## src/rtl/hdlc_stat_pkg.sv

```systemverilog
package hdlc_stat_pkg;
  localparam int STAT_W = 16;
  localparam int N_EVT  = 6;

  localparam int B_TX_END   = 0;
  localparam int B_TX_LWM   = 2;
  localparam int B_RX_HWM   = 4;
  localparam int B_RX_START = 5;
  localparam int B_RX_END   = 6;
  localparam int B_TX_UDR   = 7;
  localparam int B_FILL_LO  = 8;
  localparam int FILL_W     = 4;
  localparam int B_TX_EMPTY = 12;
  localparam int B_RX_OVR   = 13;
  localparam int B_RX_EMPTY = 14;
  localparam int B_RX_ABT   = 15;

  typedef enum logic {SEL_STATUS = 1'b0, SEL_MASK = 1'b1} reg_sel_e;

  // event slot -> status bit position
  function automatic int evt_bit(input int k);
    case (k)
      0:       return B_TX_END;
      1:       return B_RX_START;
      2:       return B_RX_END;
      3:       return B_TX_UDR;
      4:       return B_RX_OVR;
      default: return B_RX_ABT;
    endcase
  endfunction
endpackage

```

## src/rtl/hdlc_evt_latch.sv

```systemverilog
module hdlc_evt_latch #(
  parameter int N = 6
) (
  input  logic         clk_i,
  input  logic         rst_ni,
  input  logic [N-1:0] set_i,
  input  logic         clr_i,
  output logic [N-1:0] q_o
);
  for (genvar k = 0; k < N; k++) begin : g_bit
    // set wins over clear so a colliding event survives
    always_ff @(posedge clk_i or negedge rst_ni) begin
      if (!rst_ni) q_o[k] <= 1'b0;
      else         q_o[k] <= set_i[k] | (q_o[k] & ~clr_i);
    end
  end
endmodule

```

## src/rtl/hdlc_wm_level.sv

```systemverilog
module hdlc_wm_level #(
  parameter int CNT_W   = 8,
  parameter int WM_STEP = 16,
  parameter int FILL_W  = 4
) (
  input  logic              clk_i,
  input  logic              rst_ni,
  input  logic [CNT_W-1:0]  tx_cnt_i,
  input  logic [CNT_W-1:0]  rx_cnt_i,
  input  logic [2:0]        tx_sel_i,
  input  logic [2:0]        rx_sel_i,
  output logic              tx_lwm_o,
  output logic              rx_hwm_o,
  output logic              tx_empty_o,
  output logic              rx_empty_o,
  output logic [FILL_W-1:0] tx_fill_o
);
  localparam int THR_W = CNT_W + $clog2(WM_STEP + 1) + 3;

  logic [THR_W-1:0]  tx_thr, rx_thr;
  logic [FILL_W-1:0] fill_d;

  assign tx_thr = THR_W'(tx_sel_i) * THR_W'(WM_STEP);
  assign rx_thr = THR_W'(rx_sel_i) * THR_W'(WM_STEP);

  if (CNT_W >= FILL_W) begin : g_fill_top
    assign fill_d = tx_cnt_i[CNT_W-1 -: FILL_W];
  end else begin : g_fill_ext
    assign fill_d = FILL_W'(tx_cnt_i);
  end

  always_ff @(posedge clk_i or negedge rst_ni) begin
    if (!rst_ni) begin
      tx_lwm_o   <= 1'b1;
      rx_hwm_o   <= 1'b0;
      tx_empty_o <= 1'b1;
      rx_empty_o <= 1'b1;
      tx_fill_o  <= '0;
    end else begin
      tx_lwm_o   <= THR_W'(tx_cnt_i) < tx_thr;
      rx_hwm_o   <= THR_W'(rx_cnt_i) > rx_thr;
      tx_empty_o <= tx_cnt_i == '0;
      rx_empty_o <= rx_cnt_i == '0;
      tx_fill_o  <= fill_d;
    end
  end
endmodule

```

## src/rtl/hdlc_irq_merge.sv

```systemverilog
module hdlc_irq_merge #(
  parameter int W = 16
) (
  input  logic         clk_i,
  input  logic         rst_ni,
  input  logic [W-1:0] stat_i,
  input  logic [W-1:0] mask_i,
  input  logic         en_i,
  output logic         irq_o
);
  logic any_hit;
  assign any_hit = |(stat_i & mask_i);

  always_ff @(posedge clk_i or negedge rst_ni) begin
    if (!rst_ni) irq_o <= 1'b0;
    else         irq_o <= en_i & any_hit;
  end
endmodule

```

## src/rtl/hdlc_irq_status.sv

```systemverilog
module hdlc_irq_status
  import hdlc_stat_pkg::*;
#(
  parameter int CNT_W   = 8,
  parameter int WM_STEP = 16
) (
  input  logic              clk_i,
  input  logic              rst_ni,
  input  logic              reg_sel_i,
  input  logic              we_i,
  input  logic              re_i,
  input  logic [15:0]       wdata_i,
  output logic [15:0]       rdata_o,
  input  logic              tx_end_evt_i,
  input  logic              tx_udr_evt_i,
  input  logic              rx_start_evt_i,
  input  logic              rx_end_evt_i,
  input  logic              rx_ovr_evt_i,
  input  logic              rx_abt_evt_i,
  input  logic [CNT_W-1:0]  tx_cnt_i,
  input  logic [CNT_W-1:0]  rx_cnt_i,
  input  logic [2:0]        tx_wm_sel_i,
  input  logic [2:0]        rx_wm_sel_i,
  input  logic              hdlc_en_i,
  output logic              irq_o
);
  logic [N_EVT-1:0]  evt_set, evt_q;
  logic              rd_clr;
  logic              tx_lwm, rx_hwm, tx_empty, rx_empty;
  logic [FILL_W-1:0] tx_fill;
  logic [STAT_W-1:0] stat, mask_q, evt_vec;

  assign evt_set = {rx_abt_evt_i, rx_ovr_evt_i, tx_udr_evt_i,
                    rx_end_evt_i, rx_start_evt_i, tx_end_evt_i | tx_udr_evt_i};
  assign rd_clr  = re_i & (reg_sel_e'(reg_sel_i) == SEL_STATUS);

  hdlc_evt_latch #(.N(N_EVT)) u_latch (
    .clk_i (clk_i),
    .rst_ni(rst_ni),
    .set_i (evt_set),
    .clr_i (rd_clr),
    .q_o   (evt_q)
  );

  hdlc_wm_level #(.CNT_W(CNT_W), .WM_STEP(WM_STEP), .FILL_W(FILL_W)) u_level (
    .clk_i     (clk_i),
    .rst_ni    (rst_ni),
    .tx_cnt_i  (tx_cnt_i),
    .rx_cnt_i  (rx_cnt_i),
    .tx_sel_i  (tx_wm_sel_i),
    .rx_sel_i  (rx_wm_sel_i),
    .tx_lwm_o  (tx_lwm),
    .rx_hwm_o  (rx_hwm),
    .tx_empty_o(tx_empty),
    .rx_empty_o(rx_empty),
    .tx_fill_o (tx_fill)
  );

  for (genvar k = 0; k < STAT_W; k++) begin : g_map
    logic hit;
    always_comb begin
      hit = 1'b0;
      for (int e = 0; e < N_EVT; e++)
        if (evt_bit(e) == k) hit = evt_q[e];
    end
    assign evt_vec[k] = hit;
  end

  always_comb begin
    stat = evt_vec;
    stat[B_TX_LWM]                     = tx_lwm;
    stat[B_RX_HWM]                     = rx_hwm;
    stat[B_TX_EMPTY]                   = tx_empty;
    stat[B_RX_EMPTY]                   = rx_empty;
    stat[B_FILL_LO +: FILL_W]          = tx_fill;
  end

  always_ff @(posedge clk_i or negedge rst_ni) begin
    if (!rst_ni)                                          mask_q <= '0;
    else if (we_i && reg_sel_e'(reg_sel_i) == SEL_MASK)   mask_q <= wdata_i;
  end

  assign rdata_o = (reg_sel_e'(reg_sel_i) == SEL_MASK) ? mask_q : stat;

  hdlc_irq_merge #(.W(STAT_W)) u_irq (
    .clk_i (clk_i),
    .rst_ni(rst_ni),
    .stat_i(stat),
    .mask_i(mask_q),
    .en_i  (hdlc_en_i),
    .irq_o (irq_o)
  );
endmodule

```

## config.mk

```make
export PLATFORM = sky130hd
export DESIGN_NAME = hdlc_irq_status
export DESIGN_NICKNAME = d
export VERILOG_FILES = /design/src/rtl/hdlc_stat_pkg.sv /design/src/rtl/hdlc_evt_latch.sv /design/src/rtl/hdlc_wm_level.sv /design/src/rtl/hdlc_irq_merge.sv /design/src/rtl/hdlc_irq_status.sv
export SDC_FILE = /design/constraint.sdc
export NUM_CORES = 1
export LEC_CHECK = 0
export BUFFER_PORTS_ARGS = -buffer_cell sky130_fd_sc_hd__buf_4
export CORE_ASPECT_RATIO = 1.2
export CORE_MARGIN = 2
export CORE_UTILIZATION = 48
export CTS_BUF_LIST = sky130_fd_sc_hd__clkbuf_2
export DETAILED_ROUTE_END_ITERATION = 7
export GPL_ROUTABILITY_DRIVEN = 0
export HOLD_SLACK_MARGIN = 0.03
export PLACE_DENSITY = 0.9
export SYNTH_ARGS = -nofsm -noshare
export SYNTH_HDL_FRONTEND = slang
export SYNTH_SLANG_ARGS = --single-unit
```

## constraint.sdc

```tcl
create_clock -name clk_i -period 1.6 [get_ports clk_i]
set_input_delay 0.32 -clock clk_i [delete_from_list [all_inputs] [get_ports clk_i]]
set_output_delay 0.32 -clock clk_i [all_outputs]
set_load 0.02 [all_outputs]
```

# Word level (Yosys, flattened, before mapping)
# Cells that the tools add are included.
[totals]
out_inout_bits = 17
wordCells = 38
reg_bits = 31
[classes]
bitwise = 18
mux = 1
reduce_logical = 4
order_cmp = 2
[ops]
columns = ["op", "count"]
rows = [
  ["AND 16 bit", 1],
  ["logical NOT 8 bit", 2],
  ["2-to-1 mux 16 bit", 1],
  ["OR reduction 16 bit", 1],
  ["AND 1 bit", 8],
  ["greater-than comparator 8 x 7 -> 1 bit", 1],
  ["< comparator 8 x 7 -> 1 bit", 1],
  ["bitwise OR 1 bit", 7],
  ["inverter 1 bit", 2],
  ["logical AND 1 bit", 1],
]

# Logic depth before layout (Yosys ltp)
[logic_depth]
ltp_word = 5
depth_mapped = 6

# Modules after synthesis
# Synthesis repeated with hierarchy kept, for this count alone.
[hier_totals]
hier_cells = 113
area_unflattened_um2 = 1535.2
[by_module_without_submodules]
columns = ["mod", "area_each_um2", "cells_each", "instances"]
rows = [
  ["hdlc_irq_status", 843.3, 55, 1],
  ["hdlc_wm_level", 372.9, 33, 1],
  ["hdlc_evt_latch", 198.9, 13, 1],
  ["hdlc_irq_merge", 120.1, 12, 1],
]

# Least setup slack after synthesis
# No wires, ideal clock.
[synth_timing]
path_type = "input to output"
from = "in reg_sel_i"
to = "out rdata_o[10]"
arrival_time_ps = 1034
path_stages = 3
n_path_buf = 2
slack_ps = 246
required_ps = 1280
cell_sequence = "buf_6 buf_2 mux2_2"
[synth_between]
elab_chain_cells = 1
[synth_rtl]
columns = ["item", "line", "text"]
rows = [
  ["start, declared", "hdlc_irq_status.sv:9", "input logic reg_sel_i,"],
  ["2-to-1 mux 16 bit", "hdlc_irq_status.sv:83", "assign rdata_o = (reg_sel_e'(reg_sel_i) == SEL_MASK) ? mask_q : stat;"],
  ["end, declared", "hdlc_irq_status.sv:13", "output logic [15:0] rdata_o,"],
]
# No other way between the ends.

# Worst setup path in the final report
[layout_timing]
from = "reg mask_q[4]"
to = "out rdata_o[4]"
[layout_between]
elab_chain_cells = 1
[layout_rtl]
columns = ["item", "line", "text"]
rows = [
  ["start, declared", "hdlc_irq_status.sv:31", "logic [STAT_W-1:0] stat, mask_q, evt_vec;"],
  ["start signal, assigned", "hdlc_irq_status.sv:80", "else if (we_i && reg_sel_e'(reg_sel_i) == SEL_MASK) mask_q <= wdata_i;"],
  ["2-to-1 mux 16 bit", "hdlc_irq_status.sv:83", ""],
]
# No other way between the ends.

==> flow_summary.yaml <==
critical_path:
  path_cells: "mux2_2 -> buf_4"
  critPathMaxStageDelay_ps: 440
  r2r-start: "mask_q[9]$_DFFE_PN0P_"
  cp.arrival_ps: 1210
  cpMaxStageDelayCell: "dfrtp_1"
  startpoint_type: "flip-flop"
  path_buf_inv: 1
  crit_fanout: 3
  startpoint: "mask_q[4]$_DFFE_PN0P_"
  cpLargestDelayFamily: "flip-flops"
  critPathCaptureType: "primary output"
  ff2ff_setup_slack_ps: 390
  crit_required_ps: 1280
  crit_type: "flip-flop to primary output"
yosys:
  ys_async_sr_fraction: 1.00
  syn_avg_cell_area_um2: 14.0
  synth_edf_count: 0
  synth_area_leaders: "dfrtp_1, mux2_2, mux2_4"
  synth.top_cells.by_count: "dfrtp_1, mux2_2, mux2_4"
  yosys_warnings: 0
  synth_ff_type: "dfrtp_1"
  seq_area_frac_synth: 0.514
  syn_nets: 163
  synth_most_common_cell: "dfrtp_1"
  synth_cells: 108
  syn-cell-area_um2: 1520
  synth_cell_type_count: 26
  synth_top_area_share: 0.462
  yosys.area.top_type: "dfrtp_1"
  ys_ff_latch: 31
sta:
  drv_slew: 0
  finalHoldViolCount: 0
  relSlewSlack: 0.747
  fin_setup_tns_ps: 0
  rsz0062_at_grt: "no"
  setup_viol: 0
  worst_slew_pin_slew_ps: 380
  min_period_over_period: 0.954
  fmax_ghz: 0.655
  finClkSkew_ps: 10.7
  period_needed_ps: 1530
clocking:
  root_buffer: "clkbuf_2"
  postCtsSetupBuffers: 0
  htreeDepth: 2
  cts.sinks: 31
  cts.path.max_buffers: 2
  clkTransAtPathRegs_ps: 130
  cts_tree: "yes"
  clk_latency_ps: 330
  cts_buffers: 5
global_routing:
  grtUsageTotal: 0.201
  grt_max_degree: 32
  grt_antenna_before_repair: 0
  grt_pass1_wl_um: 5550
  grt_pass1_vias: 1266
  gr-total-overflow: 0
  grtUsageMet2: 0.369
  top_usage_layer: "met2"
  grt_util_met3: 0.0453
  grtUsageMet1: 0.214
power_and_ir_drop:
  seqPwrFrac: 0.518
  p_total_mw: 1.79
  powerDensity_nw_per_um2: 857
  p_sw_mw: 0.496
  clock_power_share: 0.202
  internal_power_mw: 1.29
  vdd_drop_max_v: 0.000582
  p_sw_frac: 0.278
  combPwrFrac: 0.281
  p_leak_nw: 1.03
floorplan:
  die_area_um2: 3630
  die_h_um: 65.6
  die_x_um: 55.3
  start_util: 0.501
  core_area_um2: 3030
  num_rows: 22
  io-pin-count: 67
finish:
  stdcell_count: 216
  n_antenna_cell: 0
  area_growth_pct: 37.4
  nFillCells: 235
  stdcell_area_um2: 2080
  fin_nets: 234
  drive_gt1_frac: 0.611
run:
  maxCapViolCount: 0
route:
  routed_via_density: 5.27
  ant_nets: 0
  drtIter0Drc: 34
  wire_per_inst_um: 15.3
  finalWirelength_um: 3290
  drc_errors: 0
  via_count: 1139
  drt_pass1_iterations: 2
placement:
  hpwlAfterDp_um: 2590
  placed_area_um2: 2030
  dp.cells: 207
  io_buffers: 66
worst_hold_path:
  hp-start: "tx_cnt_i[4]"
  hp-class: "input port to flip-flop"
run_status:
  status: "finished clean"
cell type report:
type	count	area [µm²]	area share
Multi-Input combinational cell	69	694	0.333
Inverter	5	18.8	0.00901
Clock buffer	8	40.0	0.0192
Tap cell	36	45.0	0.0216
Timing Repair Buffer	67	505	0.243
Sequential cell	31	779	0.374
state kept, by name, indices dropped and copies added, names as in the netlist:
name / flops
mask_q: 16
u_irq.irq_o: 1
u_latch.q_o: 6
u_level.rx_empty_o: 1
u_level.rx_hwm_o: 1
u_level.tx_empty_o: 1
u_level.tx_fill_o: 4
u_level.tx_lwm_o: 1
repair_timing:
action	CTS	global route
hold buffers	1	0
resized for setup	0	1
endpoints found under the hold margin	28	0
endpoints found under the setup margin	0	1
layout by cell type (no fill, tap or decap), types with 2 or more instances in the layout:
master	count
buf_4	66
a21o_1	6
or4_1	2
mux2_2	19
nand2b_1	2
ha_1	5
a22oi_1	5
nand3_1	2
clkbuf_2	8
dfrtp_1	28
mux2_4	11
and2_1	3
dfstp_2	3
o21a_1	2
nor4_1	2
inv_1	5
through the flow:
stage	hold WS, ps	setup slack (ps)	utilization
6_report	107	73.3	0.688
5_1_grt	66.6	2.02	0.688
4_1_cts	73.5	40.7	0.687
3_5_place_dp	270	166	0.670
3_3_place_gp	261	185	0.670
2_1_floorplan	24.4	246	-
cell families after synthesis:
kind of cell    after synthesis  synth area share
compound gates               18            0.0941
simple gates                 16            0.0726
flops                        31             0.514
mux                          30             0.248
buf+inv                       8            0.0305
fa+ha+maj                     5            0.0413
worst reg2reg max path, cell delays in order, from the launching register on:
cell and delay [ps]:
dfrtp_1 410, a22o_1 250, a221oi_2 170, nand3_1 100, o21a_1 190
per-layer routing:
layer	routed length, µm	share of wire
met5	0	0
met3	204	0.062
met1	1300	0.39
met2	1770	0.54
met4	27	0.0082
path summary, 6_finish.rpt:
kind | end | depth (start not counted)
worst min register to register | mask_q[1]$_DFFE_PN0P_ | 1
worst max register to register | u_irq.irq_o$_DFF_PN0_ | 4
max in group asynchronous | u_level.rx_empty_o$_DFF_PN1_ | 2
min in group asynchronous | mask_q[14]$_DFFE_PN0P_ | 2
worst min-delay path | u_level.tx_fill_o[0]$_DFF_PN0_ | 1
worst max-delay path | rdata_o[4] | 2
power by group through the flow:
stage | Clock, mW | Combinational, mW | Sequential, mW
global placement | 0 | 0.485 | 0.932
global route | 0.415 | 0.541 | 0.935
CTS | 0.382 | 0.507 | 0.924
finish | 0.360 | 0.501 | 0.924
detailed placement | 0 | 0.501 | 0.939
floorplan | 0 | 0.283 | 0.923
(Power assumes the default switching activity.)
